### src/rtl/ttcan_ref_pkg.sv
package ttcan_ref_pkg;
   typedef enum logic [1:0] {
      ROLE_NONE   = 2'd0,
      ROLE_SLAVE  = 2'd1,
      ROLE_MASTER = 2'd2
   } role_e;

   localparam logic [2:0] RX_REF_CFG  = 3'b011;
   localparam logic [2:0] TX_REF_CFG  = 3'b000;
   localparam logic [2:0] CMAX_BARRED = 3'b111;
endpackage

### src/rtl/ttcan_role_decode.sv
module ttcan_role_decode
   import ttcan_ref_pkg::*;
#(
   parameter int DLC_W = 4
) (
   input  logic             tx_pend_i,
   input  logic [2:0]       mb30_cfg_i,
   input  logic [DLC_W-1:0] mb30_dlc_i,
   input  logic [2:0]       mb31_cfg_i,
   input  logic [2:0]       cyc_max_i,
   output role_e            role_o
);
   logic common_ok;
   logic slave_ok;
   logic master_ok;

   assign common_ok = (mb31_cfg_i == RX_REF_CFG) && (cyc_max_i != CMAX_BARRED);
   assign slave_ok  = common_ok && !tx_pend_i && (mb30_cfg_i != TX_REF_CFG);
   assign master_ok = common_ok && tx_pend_i && (mb30_cfg_i == TX_REF_CFG)
                      && (mb30_dlc_i != '0);

   always_comb begin
      role_o = ROLE_NONE;
      if (slave_ok)       role_o = ROLE_SLAVE;
      else if (master_ok) role_o = ROLE_MASTER;
   end
endmodule

### src/rtl/ttcan_sof_stamp.sv
module ttcan_sof_stamp #(
   parameter int TIME_W = 16
) (
   input  logic              clk,
   input  logic              rst_n,
   input  logic              sof_i,
   input  logic [TIME_W-1:0] local_time_i,
   input  logic              commit_i,
   output logic [TIME_W-1:0] hold_o,
   output logic [TIME_W-1:0] mark_o
);
   logic [TIME_W-1:0] hold_q;
   logic [TIME_W-1:0] mark_q;

   always_ff @(posedge clk) begin
      if (!rst_n) begin
         hold_q <= '0;
         mark_q <= '0;
      end else begin
         if (sof_i)    hold_q <= local_time_i;
         if (commit_i) mark_q <= hold_q;
      end
   end

   assign hold_o = hold_q;
   assign mark_o = mark_q;
endmodule

### src/rtl/ttcan_cycle_count.sv
module ttcan_cycle_count #(
   parameter int TIME_W = 16,
   parameter int CYC_W  = 6
) (
   input  logic              clk,
   input  logic              rst_n,
   input  logic              load_i,
   input  logic [CYC_W-1:0]  load_val_i,
   input  logic              adv_en_i,
   input  logic [TIME_W-1:0] cycle_time_i,
   input  logic [TIME_W-1:0] trig_i,
   input  logic [2:0]        cyc_max_i,
   output logic [CYC_W-1:0]  cnt_o
);
   logic [CYC_W-1:0] cnt_q;
   logic [CYC_W-1:0] limit;
   logic             match;
   logic             match_q;
   logic             advance;

   for (genvar i = 0; i < CYC_W; i++) begin : g_limit
      assign limit[i] = (cyc_max_i >= 3'(i));
   end

   assign match   = (cycle_time_i == trig_i);
   assign advance = adv_en_i && match && !match_q;

   always_ff @(posedge clk) begin
      if (!rst_n) begin
         cnt_q   <= '0;
         match_q <= 1'b0;
      end else begin
         match_q <= match;
         if (load_i)
            cnt_q <= load_val_i;
         else if (advance)
            cnt_q <= (cnt_q >= limit) ? '0 : cnt_q + 1'b1;
      end
   end

   assign cnt_o = cnt_q;
endmodule

### src/rtl/ttcan_gap_flag.sv
module ttcan_gap_flag (
   input  logic clk,
   input  logic rst_n,
   input  logic set_i,
   input  logic clr_i,
   output logic flag_o
);
   logic flag_q;

   always_ff @(posedge clk) begin
      if (!rst_n)     flag_q <= 1'b0;
      else if (set_i) flag_q <= 1'b1;
      else if (clr_i) flag_q <= 1'b0;
   end

   assign flag_o = flag_q;
endmodule

### src/rtl/ttcan_ref_sync.sv
module ttcan_ref_sync
   import ttcan_ref_pkg::*;
#(
   parameter int TIME_W  = 16,
   parameter int CYC_W   = 6,
   parameter int DLC_W   = 4,
   parameter int GAP_BIT = 7
) (
   input  logic              clk,
   input  logic              rst_n,
   input  logic              sof_i,
   input  logic [TIME_W-1:0] local_time_i,
   input  logic [TIME_W-1:0] cycle_time_i,
   input  logic              rx_ref_valid_i,
   input  logic [7:0]        rx_data0_i,
   input  logic              tx_ref_done_i,
   input  logic [7:0]        tx_data0_i,
   input  logic              mb30_tx_pend_i,
   input  logic [2:0]        mb30_cfg_i,
   input  logic [DLC_W-1:0]  mb30_dlc_i,
   input  logic [TIME_W-1:0] mb30_trig_i,
   input  logic [2:0]        mb31_cfg_i,
   input  logic [2:0]        cyc_max_i,
   input  logic              irq_clr_i,
   output logic              slave_mode_o,
   output logic              master_mode_o,
   output logic [TIME_W-1:0] ref_mark_o,
   output logic [CYC_W-1:0]  cyc_cnt_o,
   output logic [7:0]        tx_data0_o,
   output logic              gap_irq_o
);
   initial begin
      assert (TIME_W >= 8 && TIME_W <= 32) else $error("TIME_W out of range");
      assert (CYC_W >= 1 && CYC_W <= 7) else $error("CYC_W must fit in data byte 0");
      assert (GAP_BIT >= 0 && GAP_BIT <= 7) else $error("GAP_BIT outside byte");
      assert (DLC_W >= 1) else $error("DLC_W too small");
   end

   role_e             role;
   logic              rx_take;
   logic              tx_take;
   logic [TIME_W-1:0] sof_stamp_w;

   ttcan_role_decode #(.DLC_W(DLC_W)) u_role (
      .tx_pend_i  (mb30_tx_pend_i),
      .mb30_cfg_i (mb30_cfg_i),
      .mb30_dlc_i (mb30_dlc_i),
      .mb31_cfg_i (mb31_cfg_i),
      .cyc_max_i  (cyc_max_i),
      .role_o     (role)
   );

   assign slave_mode_o  = (role == ROLE_SLAVE);
   assign master_mode_o = (role == ROLE_MASTER);
   assign rx_take       = slave_mode_o && rx_ref_valid_i;
   assign tx_take       = master_mode_o && tx_ref_done_i;

   ttcan_sof_stamp #(.TIME_W(TIME_W)) u_stamp (
      .clk          (clk),
      .rst_n        (rst_n),
      .sof_i        (sof_i),
      .local_time_i (local_time_i),
      .commit_i     (rx_take || tx_take),
      .hold_o       (sof_stamp_w),
      .mark_o       (ref_mark_o)
   );

   ttcan_cycle_count #(.TIME_W(TIME_W), .CYC_W(CYC_W)) u_cycle (
      .clk          (clk),
      .rst_n        (rst_n),
      .load_i       (rx_take),
      .load_val_i   (rx_data0_i[CYC_W-1:0]),
      .adv_en_i     (master_mode_o),
      .cycle_time_i (cycle_time_i),
      .trig_i       (mb30_trig_i),
      .cyc_max_i    (cyc_max_i),
      .cnt_o        (cyc_cnt_o)
   );

   ttcan_gap_flag u_gap (
      .clk    (clk),
      .rst_n  (rst_n),
      .set_i  (rx_take && rx_data0_i[GAP_BIT]),
      .clr_i  (irq_clr_i),
      .flag_o (gap_irq_o)
   );

   if (CYC_W == 7) begin : g_byte_narrow
      assign tx_data0_o = {tx_data0_i[7], cyc_cnt_o};
   end else begin : g_byte_wide
      assign tx_data0_o = {tx_data0_i[7:CYC_W], cyc_cnt_o};
   end
endmodule

### config.mk
export PLATFORM = sky130hd
export DESIGN_NAME = ttcan_ref_sync
export DESIGN_NICKNAME = d
export VERILOG_FILES = /design/src/rtl/ttcan_ref_pkg.sv /design/src/rtl/ttcan_role_decode.sv /design/src/rtl/ttcan_sof_stamp.sv /design/src/rtl/ttcan_cycle_count.sv /design/src/rtl/ttcan_gap_flag.sv /design/src/rtl/ttcan_ref_sync.sv
export SDC_FILE = /design/constraint.sdc
export NUM_CORES = 1
export LEC_CHECK = 0
export BUFFER_PORTS_ARGS = -buffer_cell sky130_fd_sc_hd__buf_2
export CAP_MARGIN = 20
export CORE_ASPECT_RATIO = 0.7
export CORE_MARGIN = 2
export CORE_UTILIZATION = 38
export DETAILED_ROUTE_END_ITERATION = 6
export GPL_TIMING_DRIVEN = 0
export PLACE_DENSITY = 0.71
export SYNTH_ARGS = -nofsm -noshare
export SYNTH_HDL_FRONTEND = slang
export SYNTH_SLANG_ARGS = --single-unit
### constraint.sdc
create_clock -name clk -period 4 [get_ports clk]
set_input_delay 0.4 -clock clk [delete_from_list [all_inputs] [get_ports clk]]
set_output_delay 0.4 -clock clk [all_outputs]
set_load 0.05 [all_outputs]
==> tab_implementation.tex <==
\begin{tabular}{lr}
\hline
Metric & Value \\
\hline
\multicolumn{2}{l}{\textbf{Status}} \\
\quad Outcome & finished clean \\
\multicolumn{2}{l}{\textbf{Place}} \\
\quad HPWL reported at the end of detailed placement & 3960 µm \\
\quad Instance area after placement & between 2000 and 3000 µm² \\
\quad Port bufs & 106 \\
\quad Final weighted congestion of routability-driven global placement & 0.867 \\
\quad Worst Setup Slack post-DPL & 1.67 ns \\
\multicolumn{2}{l}{\textbf{Timing}} \\
\quad Number of endpoints with negative hold slack in the final report & 0 \\
\quad Final worst-path setup slack & 1.96 ns \\
\quad Number of setup violations in the final report & 0 \\
\quad Worst max-slew margin expressed relative to the limit & 50.9\% \\
\quad Final worst-path cycle share & 51.0\% \\
\quad Sum Neg Setup Slack & 0 ns \\
\quad Max Fclk & approximately 490 MHz \\
\quad Final worst clock skew & 0.00629 ns \\
\quad Min Clock Period, post-route & about 2 ns \\
\quad Tightest Pin Transition & 0.736 ns \\
\quad Final count of pins violating max slew & 0 \\
\quad RSZ-0062 raised after global routing & no \\
\multicolumn{2}{l}{\textbf{Min path}} \\
\quad Classification of the worst-slack hold path & in2reg \\
\multicolumn{2}{l}{\textbf{Global route}} \\
\quad Leftover overflow at the end of global routing & 0 \\
\quad Number of antenna violations at the first check in global routing & 0 \\
\quad Via count of the first global-routing pass & 1685 \\
\quad Wire length of the first global-routing pass & 7950 µm \\
\quad Pin count of the biggest net entering global routing & 13 \\
\quad GRT Overall Usage & roughly 17\% \\
\multicolumn{2}{l}{\textbf{Clock tree}} \\
\quad Clock tree sinks & 40 \\
\quad Number of gates given a new drive strength after cts & 0 \\
\quad Total of hold buffers inserted after clock tree synthesis & 0 \\
\quad Clock tree from TritonCTS & built \\
\quad Number of buffers on the longest clock path & 2 \\
\quad Source-to-sink clock delay at the later pin of the worst-skew pair & 0.28 ns \\
\quad Root Buffer & clkbuf\_8 \\
\quad Postcts setup bufs & 0 \\
\quad Number of CTS-inserted buffers & 5 \\
\quad Worst-path clk slew & 0.08 ns \\
\quad Number of levels in the clock H-tree & 2 \\
\multicolumn{2}{l}{\textbf{Worst setup path}} \\
\quad Kind of start point of the critical path & input port \\
\quad Cells along the critical path & buf\_2 > or4\_1 > and3\_4 > a32oi\_4 > buf\_12 > mux2i\_1 > nor2\_1 \\
\quad Cell type of the slowest stage on the worst timing path & or4\_1 \\
\quad WP buf/inv & 2 \\
\quad Kind of critical path & in2reg \\
\quad Required time reported for the critical path endpoint & 4.16 ns \\
\quad Largest driver fanout on the critical path & 10 \\
\quad Category of the worst setup path capture point & flip-flop \\
\quad Largest delay share family, worst path & simple AND/OR/NAND/NOR gates \\
\quad Worst path max stage delay & 0.52 ns \\
\quad Crit path DAT & approximately 2.2 ns \\
\multicolumn{2}{l}{\textbf{Route}} \\
\quad Post-DR vias/cell & 4.75 \\
\quad DRC violation count after routing & 0 \\
\quad Total length of routed wires & 4920 µm \\
\quad Vias post-DR & 1871 \\
\quad First-pass iteration count of the detailed router & 4 \\
\quad Number of violations reported at the end of detailed-routing iteration 0 & 73 \\
\quad Routed wire per std cell & between 10 and 15 µm \\
\quad Antenna-violating nets left & 0 \\
\multicolumn{2}{l}{\textbf{Synth}} \\
\quad Flip-flop cell with the highest count after synthesis & dfxtp\_1 \\
\quad FF+latch count, synth & 40 \\
\quad Area of the mapped netlist & between 2000 and 2500 µm² \\
\quad Async set-reset flop share out of synthesis & 0\% \\
\quad Number of different library cells in the post-synthesis netlist & 38 \\
\quad EDFF count, synth & 0 \\
\quad Post-Syn Nets & 298 \\
\quad Portion of the post-synthesis area used by sequential elements & around 40\% \\
\quad Count of synthesis-stage warnings from yosys & 0 \\
\quad Avg Synthesized Cell Area & 9.74 µm² \\
\quad Synthesized instance count & 208 \\
\multicolumn{2}{l}{\textbf{Run}} \\
\quad Reported max-cap violation count & 0 \\
\multicolumn{2}{l}{\textbf{Die}} \\
\quad I/O pins & approximately 120 \\
\quad Placeable core area & 5200 µm² \\
\quad Placement Rows & 22 \\
\quad Die outline width & 91.3 µm \\
\quad Starting density of the core & about two fifths \\
\quad Die boundary height & 65.1 µm \\
\quad Die area & 5940 µm² \\
\multicolumn{2}{l}{\textbf{Cells and area}} \\
\quad Layout cells sized above 1 & 39.8\% \\
\quad Leading cell type in the layout, fill and taps excluded & buf\_2 \\
\quad Fill cell total of the finished layout & 504 \\
\quad Final design utilization & roughly 53\% \\
\quad Layout Nets & 411 \\
\quad Layout overhead on the synthesized area & 35.9\% \\
\quad Non-Filler Cell Area, Final & around 2800 µm² \\
\quad Leading cell types in the layout, fill and taps excluded & buf\_2, dfxtp\_1, nor2\_1 \\
\quad Inserted Diodes & 0 \\
\multicolumn{2}{l}{\textbf{Pwr}} \\
\quad Worst ir drop on vdd & 0.171 mV \\
\quad Static leakage & between 1 and 1.5 nW \\
\quad Areal power density over the cells & $\sim$310 nW/µm² \\
\hline
\end{tabular}
==> stage by stage <==
stage / total power, W / hold WS [ns] / std cells
floorplan: 0.000489 / 0.460 / 208
global placement: 0.000542 / 0.469 / 386
detailed placement: 0.000545 / 0.481 / 386
CTS: 0.000865 / 0.339 / 394
global route: 0.000895 / 0.348 / 394
finish: 0.000854 / 0.346 / 394
==> registers in the layout, summed over array words and instances, names as in the netlist <==
signal / count
u_cycle.match_q: 1
u_stamp.mark_o: 16
u_cycle.cnt_o: 6
u_gap.flag_o: 1
u_stamp.hold_o: 16
==> synthesized netlist by cell type, types with 2 or more instances <==
master | count | share of area (%)
buf_4 | 8 | 3.0
a211oi_1 | 3 | 1.1
nor4_1 | 4 | 1.2
nand2_1 | 2 | 0.37
nor2_1 | 38 | 7.0
a21oi_1 | 4 | 0.99
nand3b_1 | 2 | 0.74
xor2_1 | 16 | 6.9
mux2i_1 | 35 | 17
o21ai_0 | 5 | 1.2
dfxtp_1 | 40 | 40
or3_1 | 4 | 1.2
ha_1 | 6 | 3.7
or4b_1 | 2 | 0.99
clkbuf_1 | 4 | 0.74
a31oi_1 | 2 | 0.62
buf_1 | 3 | 0.56
inv_1 | 4 | 0.74
o32ai_1 | 3 | 1.3
nand3_1 | 4 | 0.99
and2_1 | 2 | 0.62
==> power breakdown <==
part / switching (W) / internal, W / total (W)
combinational: 0.0000619 / 0.0000566 / 0.000119
sequential: 0.00000664 / 0.000409 / 0.000416
clock: 0.000135 / 0.000185 / 0.000320
total: 0.000203 / 0.000651 / 0.000854
==> path summary, 6_finish.rpt <==
kind	start	end	slack (ns)	cells after the start
setup / recovery	mb30_dlc_i[1]	u_stamp.mark_o[0]$_SDFFE_PN0P_	1.96	7
hold reg to reg	u_stamp.hold_o[13]$_SDFFE_PN0P_	u_stamp.hold_o[13]$_SDFFE_PN0P_	0.50	2
setup reg to reg	u_cycle.cnt_o[4]$_SDFFE_PN0P_	u_cycle.cnt_o[1]$_SDFFE_PN0P_	1.99	6
hold / removal	rx_data0_i[7]	u_gap.flag_o$_SDFFE_PN0P_	0.35	3
==> worst reg2reg max path, delay by kind of cell, from the launching register on <==
family / cells / cell delay (ns)
simple gates: 2 / 0.79
flops: 1 / 0.44
compound gates: 3 / 0.41
fa+ha+maj: 1 / 0.30
==> kinds of logic (layout without fill, tap and decap cells) <==
kind of cell	after synthesis	count (layout)	share of synthesized area, %
mux	35	35	17.3
fa+ha+maj	6	6	3.70
xor+xnor	17	17	7.35
flops	40	40	39.5
compound gates	22	22	8.15
buf+inv	20	134	5.99
simple gates	68	68	18.0
==> cell type report <==
type | instances | area, µm² | area share (%)
clock inverter | 2 | 35.0 | 1.27
inverter | 4 | 15.0 | 0.545
timing repair buffer | 106 | 531 | 19.3
buffer | 16 | 106 | 3.86
sequential | 40 | 801 | 29.1
clock buffer | 6 | 72.6 | 2.63
multi-input combinational | 148 | 1100 | 40.1
tap | 72 | 90.1 | 3.27
==> per-layer routing <==
metal / vias to the layer above / GRT usage [%] / part of all wire, %
met3: 2 / 3.56 / 5.1
met1: 864 / 22.7 / 48
met4: 0 / 4.55 / 0.61
met2: 53 / 27.6 / 47
li1: 952 / - / -
met5: - / 0 / 0
No activity file was read; power rests on OpenSTA's default activity.
